<file path="config.mk">
export PLATFORM = sky130hd
export DESIGN_NAME = hdr_route_engine
export DESIGN_NICKNAME = d
export VERILOG_FILES = /design/src/rtl/hdr_route_engine.sv
export SDC_FILE = /design/constraint.sdc
export NUM_CORES = 1
export LEC_CHECK = 0
export ABC_AREA = 1
export BUFFER_PORTS_ARGS = -buffer_cell sky130_fd_sc_hd__buf_2
export CAP_MARGIN = 15
export CORE_UTILIZATION = 47
export CTS_BUF_LIST = sky130_fd_sc_hd__clkbuf_8 sky130_fd_sc_hd__clkbuf_16
export CTS_CLUSTER_SIZE = 20
export DETAILED_ROUTE_END_ITERATION = 8
export GPL_TIMING_DRIVEN = 0
export PLACE_DENSITY = 0.82
export SYNTH_ARGS = -nofsm -noshare
export SYNTH_HDL_FRONTEND = slang
export SYNTH_SLANG_ARGS = --single-unit
</file>
<file path="constraint.sdc">
create_clock -name clk -period 2 [get_ports clk]
set_clock_uncertainty 0.15 [all_clocks]
set_input_delay 0.4 -clock clk [delete_from_list [all_inputs] [get_ports clk]]
set_output_delay 0.4 -clock clk [all_outputs]
set_load 0.02 [all_outputs]
</file>
<file path="src/rtl/hdr_route_engine.sv">
`timescale 1ns/1ps
module hdr_route_engine #(
  parameter int DW = 32,
  parameter int ADDR_W = 16,
  parameter int CNT_W = 16,
  parameter logic [7:0] LOCAL_HDR = 8'h02,
  parameter logic [7:0] NEXT_HDR = 8'h05,
  parameter logic [ADDR_W-1:0] STATUS_ADDR = 'h14
) (
  input  logic              clk,
  input  logic              rst_n,
  input  logic              in_valid,
  output logic              in_ready,
  input  logic [DW-1:0]     in_data,
  input  logic              in_sop,
  input  logic              in_eop,
  output logic              nx_valid,
  input  logic              nx_ready,
  output logic [DW-1:0]     nx_data,
  output logic              nx_sop,
  output logic              nx_eop,
  output logic              rp_valid,
  input  logic              rp_ready,
  output logic [DW-1:0]     rp_data,
  output logic              rp_sop,
  output logic              rp_eop,
  output logic [ADDR_W-1:0] rf_addr,
  output logic              rf_we,
  output logic [DW-1:0]     rf_wdata,
  output logic              rf_re,
  input  logic [DW-1:0]     rf_rdata
);
  localparam int RD_BIT = DW - 1;

  typedef enum logic [3:0] {
    S_HDR, S_FWD, S_ADDR, S_CMD, S_WR, S_DROP, S_RPH, S_RPA, S_RPC, S_RPD
  } st_t;

  st_t              st;
  logic [ADDR_W-1:0] addr;
  logic [CNT_W-1:0]  cnt;
  logic              fwd_first, err, rd_pend;
  logic              in_fire, rp_fire, in_parse, status_hit;
  logic [7:0]        code;
  logic [DW-1:0]     rd_word;

  assign code       = in_data[7:0];
  assign in_parse   = (st == S_HDR) || (st == S_ADDR) || (st == S_CMD) ||
                      (st == S_WR) || (st == S_DROP);
  assign in_ready   = (st == S_FWD) ? nx_ready : in_parse;
  assign in_fire    = in_valid && in_ready;
  assign status_hit = (addr == STATUS_ADDR);

  assign nx_valid = (st == S_FWD) && in_valid;
  assign nx_data  = in_data;
  assign nx_sop   = fwd_first;
  assign nx_eop   = in_eop;

  assign rp_valid = (st == S_RPH) || (st == S_RPA) || (st == S_RPC) || (st == S_RPD);
  assign rp_fire  = rp_valid && rp_ready;
  assign rp_sop   = (st == S_RPH);
  assign rp_eop   = (st == S_RPD) && (cnt == CNT_W'(1));
  assign rd_word  = status_hit ? {{(DW-1){1'b0}}, err} : rf_rdata;

  always_comb begin
    case (st)
      S_RPH:   rp_data = {{(DW-8){1'b0}}, LOCAL_HDR};
      S_RPA:   rp_data = {{(DW-ADDR_W){1'b0}}, addr};
      S_RPC:   rp_data = {1'b1, {(DW-1-CNT_W){1'b0}}, cnt};
      S_RPD:   rp_data = rd_word;
      default: rp_data = '0;
    endcase
  end

  assign rf_addr  = addr;
  assign rf_wdata = in_data;
  assign rf_we    = (st == S_WR) && in_fire && !status_hit;
  assign rf_re    = (st == S_RPD) && rp_fire && !status_hit;

  always_ff @(posedge clk) begin
    if (!rst_n) begin
      st        <= S_HDR;
      addr      <= '0;
      cnt       <= '0;
      fwd_first <= 1'b0;
      err       <= 1'b0;
      rd_pend   <= 1'b0;
    end else begin
      case (st)
        S_HDR: if (in_fire) begin
          rd_pend <= 1'b0;
          if (code == LOCAL_HDR) begin
            if (!in_eop) st <= S_ADDR;
          end else if (code == NEXT_HDR) begin
            fwd_first <= 1'b1;
            if (!in_eop) st <= S_FWD;
          end else begin
            err <= 1'b1;
            if (!in_eop) st <= S_DROP;
          end
        end
        S_FWD: if (in_fire) begin
          fwd_first <= 1'b0;
          if (in_eop) st <= S_HDR;
        end
        S_ADDR: if (in_fire) begin
          addr <= in_data[ADDR_W-1:0];
          st   <= in_eop ? S_HDR : S_CMD;
        end
        S_CMD: if (in_fire) begin
          cnt <= in_data[CNT_W-1:0];
          if (in_data[RD_BIT]) begin
            if (!in_eop) begin
              rd_pend <= 1'b1;
              st      <= S_DROP;
            end else begin
              st <= (in_data[CNT_W-1:0] != '0) ? S_RPH : S_HDR;
            end
          end else begin
            st <= in_eop ? S_HDR : S_WR;
          end
        end
        S_WR: if (in_fire) begin
          addr <= addr + ADDR_W'(1);
          if (in_eop) st <= S_HDR;
        end
        S_DROP: if (in_fire && in_eop)
          st <= (rd_pend && cnt != '0) ? S_RPH : S_HDR;
        S_RPH: if (rp_fire) st <= S_RPA;
        S_RPA: if (rp_fire) st <= S_RPC;
        S_RPC: if (rp_fire) st <= S_RPD;
        S_RPD: if (rp_fire) begin
          addr <= addr + ADDR_W'(1);
          cnt  <= cnt - CNT_W'(1);
          if (cnt == CNT_W'(1)) st <= S_HDR;
        end
        default: st <= S_HDR;
      endcase
    end
  end

  logic unused_sop;
  assign unused_sop = in_sop;
endmodule

</file>
# ---- Yosys cells after proc, flatten, opt, wreduce, memory -nomap -nowiden
# Index checks and enable logic that the tools add are counted.
dict set report totals {
  register_bits 39
  input_bits 71
  out_inout_bits 121
}
dict set report op_classes {
  n_addsub 2
  n_eq_ne 31
  n_mux 41
  bitwise 2
  reduce_logical 32
}
# cell n
set op_table {}
lappend op_table {{32-bit case mux with 4 select lines} 1}
lappend op_table {{4-bit two-way mux} 17}
lappend op_table {{16-bit two-way mux} 4}
lappend op_table {{16-bit case mux with 3 select lines} 1}
lappend op_table {{4-bit case mux with 9 select lines} 1}
lappend op_table {{32-bit two-way mux} 1}
lappend op_table {{16-bit case mux with 2 select lines} 1}
lappend op_table {{16-bit nonzero test} 2}
lappend op_table {{2-bit != test (second input constant)} 12}
lappend op_table {{16-bit by 1-bit adder with 16-bit output (second input constant)} 1}
lappend op_table {{16-bit by 1-bit == test with 1-bit output (second input constant)} 1}
lappend op_table {{16-bit by 5-bit == test with 1-bit output (second input constant)} 1}
lappend op_table {{4-bit by 3-bit == test with 1-bit output (second input constant)} 4}
lappend op_table {{16-bit by 1-bit subtractor with 16-bit output (second input constant)} 1}
lappend op_table {{3-bit two-way mux} 4}
lappend op_table {{2-bit by 1-bit != test with 1-bit output (second input constant)} 6}
lappend op_table {{12-bit AND reduction} 1}
lappend op_table {{1-bit logical AND} 10}
lappend op_table {{5-bit AND reduction} 2}
lappend op_table {{4-bit by 2-bit == test with 1-bit output (second input constant)} 2}
lappend op_table {{4-bit == test (second input constant)} 2}
lappend op_table {{8-bit by 2-bit == test with 1-bit output (second input constant)} 1}
lappend op_table {{8-bit by 3-bit == test with 1-bit output (second input constant)} 1}
lappend op_table {{1-bit two-way mux} 8}
lappend op_table {{12 further kinds} 23}

# ---- Logic depth before layout (Yosys ltp)
dict set report logic_depth {
  depth_word 10
  mapped_depth 12
  mapped_depth_nobuf 11
}

# ---- Least setup slack after synthesis
# OpenSTA, ideal clock, no wires.
dict set report synth_path {
  path_kind {reg-to-output}
  startpoint {register addr[0], in the netlist rf_addr[0]}
  endpoint {output rp_data[16]}
  arrival_time_ns 1.639
  required_time_ns 1.450
  path_slack_ns -0.189
  stages_incl_launch_ff 9
  path_cell_list {dfxtp_1 > inv_1 > ha_1 > nand4_1 > nor2_1 > nand2_1 > clkbuf_1 > nand2_1 > nor2_1}
}
dict set report synth_between {
  elab_chain_len 3
}
# element line
set synth_lines {}
lappend synth_lines {{start, declared} 40} ;# logic [ADDR_W-1:0] addr;
lappend synth_lines {{start signal, assigned} 107} ;# addr <= in_data[ADDR_W-1:0];
lappend synth_lines {{start signal, assigned} 124} ;# addr <= addr + ADDR_W'(1);
lappend synth_lines {{start signal, assigned} 133} ;# addr <= addr + ADDR_W'(1);
lappend synth_lines {{16-bit by 5-bit == test with 1-bit output} 52} ;# assign status_hit = (addr == STATUS_ADDR);
lappend synth_lines {{32-bit two-way mux} 63} ;# assign rd_word = status_hit ? {{(DW-1){1'b0}}, err} : rf_rdata;
lappend synth_lines {{32-bit case mux with 4 select lines} 66} ;# case (st)
lappend synth_lines {{end, declared} 24} ;# output logic [DW-1:0] rp_data,
# No other way between the ends.

# ---- Worst setup path in the final report
dict set report layout_path {
  startpoint {register st[1]}
  endpoint {output rp_data[9]}
}
dict set report layout_between {
  elab_chain_len 2
}
# element line
set layout_lines {}
lappend layout_lines {{start, declared} 39} ;# st_t st;
lappend layout_lines {{start signal, assigned} 108} ;# st <= in_eop ? S_HDR : S_CMD;
lappend layout_lines {{start signal, assigned} 117} ;# st <= (in_data[CNT_W-1:0] != '0) ? S_RPH : S_HDR;
lappend layout_lines {{start signal, assigned} 120} ;# st <= in_eop ? S_HDR : S_WR;
lappend layout_lines {{4-bit == test or 4-bit by 3-bit == test with 1-bit output (tied branches)} 66}
lappend layout_lines {{32-bit case mux with 4 select lines (*)} 66}
# Mark *: on every way between the ends. The rest lies on a longest branch, timed or not.

==> reports/qor.csv <==
metric,value,unit
max-cap viol count,0,
layout cells sized above 1,0.492,
Worst EP required,1.45,ns
crit start category,flop,
Setup Crit Path Kind,flop to output port,
I/O Pins,192,
cell breakdown of the critical path,buf_8 -> nor2_4 -> nand2_4 -> clkinv_4 -> buf_8 -> buf_16 -> nand3_2 -> o221ai_2 -> buf_4,
period utilisation layout,1.20,
drt wl/cell,17.8,um
post-synthesis cell type count,35,
Min Hold Slack,0.236,ns
ANT cells,0,
Routed Antenna Nets,0,
relative slew slack,0.493,
Mapped Nets,733,
final hold vios,0,
Core Footprint,7850,um2
max-slew violations,0,
H-tree depth,2,
Syn Area/Cell,5.90,um2
RSZ-0062 raised after global routing,yes,
min cycle time layout,2.39,ns
root buffer cell,clkbuf_8,
drt total wl,17300,um
Worst-Skew Late Latency,0.31,ns
clk sink count,39,
initial antenna violation count,0,
Ys Warns,0,
peak supply drop,1.06,mV
Mapped Area,3880,um2
Vias/cell,5.58,
Hold Crit Class,primary input to flop,
cts hold-fix bufs,0,
Clock transition at path regs,0.10,ns
fill count,647,
Die Area,8620,um2
Synth-to-Final Area Change,52.0,%
Setup crit end kind,output port,
first-pass GRT wire length,25500,um
Leak,2.99,nW
"slowest stage cell, crit path",dfxtp_2,
worst setup margin,-0.392,ns
GRT Overall Usage,0.386,
Worst Path Arrival,1.84,ns
"most used cell, CP",buf_8,
Final setup violation count,49,
row count,32,
Pre-antenna DRT Iters,6,
CTS buffer count,5,
DR iter-0 viols,467,
failing checks,setup timing,
gr ovfl total,0,
crit-path max cell delay,0.34,ns
layout net count,944,
Final Wtd Congestion,0.973,
cells after synthesis,658,
crit path max fanout,5,
vias in the first global route,5042,
drt drc,0,
maximum buffer depth of the clock tree,2,
Max Clk Rate,418,MHz
post-DP HPWL,12700,um
via count,5421,
Power Density,1110,nW/um2
worst slew pin tran,0.761,ns
Initial Util,0.494,
x dimension of the die,92.9,um
PnR Total Power,6.52,mW
largest net degree at the start of global routing,13,
Die Height,92.9,um
CTS tree,done,
#FFs+latches synth,39,
post-synthesis sequential area ratio,0.201,
IO buf count,175,
status,"finished, violations left",
[through the flow]
step                std cells  cell area [um2]   util  setup TNS [ns]  setup slack, ns
finish                    972             5900  0.751          -10.78           -0.392
global route              972             5900  0.751          -12.92           -0.405
CTS                       962             5620  0.717           -9.44           -0.308
detailed placement        935             4930  0.629          -10.77           -0.516
global placement          935             4930  0.629          -10.61           -0.517
floorplan                 658             3930      -               0           0.0321
[per-layer routing]
layer  vias up  global-route usage  part of all wire
li1       2502                   -                 -
met1      2433               0.437              0.35
met2       414               0.682              0.48
met3        72              0.0542              0.11
met4         0               0.229             0.059
met5         -                   0                 0
[flip-flops by register name, summed over array words and instances, names as in the netlist]
name     count
rf_addr     16
st           4
err          1
nx_sop       1
cnt         16
rd_pend      1
[worst max-delay path: cells and delay by family, from the launching register on]
family / cells / cell delay [ns]
flip-flops: 1 / 0.34
AO/OA/AOI/OAI: 1 / 0.11
AND/OR/NAND/NOR: 3 / 0.40
buffers and inverters: 5 / 0.67
[path summary, 6_finish.rpt]
kind	start	endpoint	slack, ns	depth (start not counted)
max	st[1]	rp_data[9]	-0.39	9
min	in_data[8]	cnt[8]	0.24	3
max reg2reg	st[1]	rf_addr[0]	-0.19	11
min reg2reg	nx_sop	nx_sop	0.31	2
[placed cells by master, fill, tap and decap left out, types with 6 or more instances in the layout]
master    instances
nand4_1          11
nand3_2          13
dfxtp_1          18
buf_2           152
nor2_4           11
nor3_1            9
nor2_1           67
xor2_1            8
inv_1            58
nand3_4           7
buf_8             6
o211ai_1          9
clkbuf_8          9
buf_4           107
o21ai_0          46
o21ai_1           8
nor2_2           25
dfxtp_2          17
nand2_1         123
buf_6            15
o221ai_2          9
nand3_1          35
a21oi_1          34
inv_2            15
nand2_2          12
[what timing repair did]
action                                  in CTS  in global routing
buffers inserted                            16                 11
gates resized for setup                    132                 70
pin swaps                                   16                 10
gates cloned                                 3                  1
endpoints found under the setup margin      52                 72
[power breakdown]
part           leakage [nW]  internal [mW]  switching, mW  total (mW)
clock network        0.0453          0.241          0.347       0.587
registers             0.328           1.04          0.285        1.32
logic                  2.62           1.71           2.90        4.61
[cells by family (layout without fill, tap and decap cells)]
kind of cell,count (synthesis),in the layout,synth area share
compound gates,121,121,0.182
xor+xnor,8,8,0.0181
fa+ha+maj,4,4,0.0129
buf+inv,166,378,0.232
flops,39,39,0.201
simple gates,320,320,0.355
[area by class of cell]
class / count / area, um2 / area share
plain buffers: 88 / 746 / 0.126
clock buffers: 5 / 68.8 / 0.0117
clock inverters: 3 / 16.3 / 0.00276
inverters: 77 / 304 / 0.0516
multi-input cells: 453 / 2570 / 0.436
flip-flops and latches: 39 / 817 / 0.139
well taps: 102 / 128 / 0.0216
repair buffers: 205 / 1240 / 0.211
[Yosys cell counts (all sizes together)]
library cell | n | share of area
dfxtp | 39 | 0.20
nand4 | 11 | 0.018
o22ai | 1 | 0.0016
nor3 | 10 | 0.013
nand2 | 139 | 0.14
or2 | 1 | 0.0016
xor2 | 8 | 0.018
a31oi | 4 | 0.0064
nor2 | 103 | 0.11
ha | 4 | 0.013
nand3b | 1 | 0.0019
o211ai | 9 | 0.017
inv | 76 | 0.074
a211oi | 4 | 0.0090
clkinv | 1 | 0.0013
clkbuf | 12 | 0.012
a22oi | 1 | 0.0019
o21ai | 56 | 0.074
o221ai | 9 | 0.020
a21oi | 37 | 0.051
nand3 | 55 | 0.077
buf | 77 | 0.15
Power figures use the tool's default switching activity.
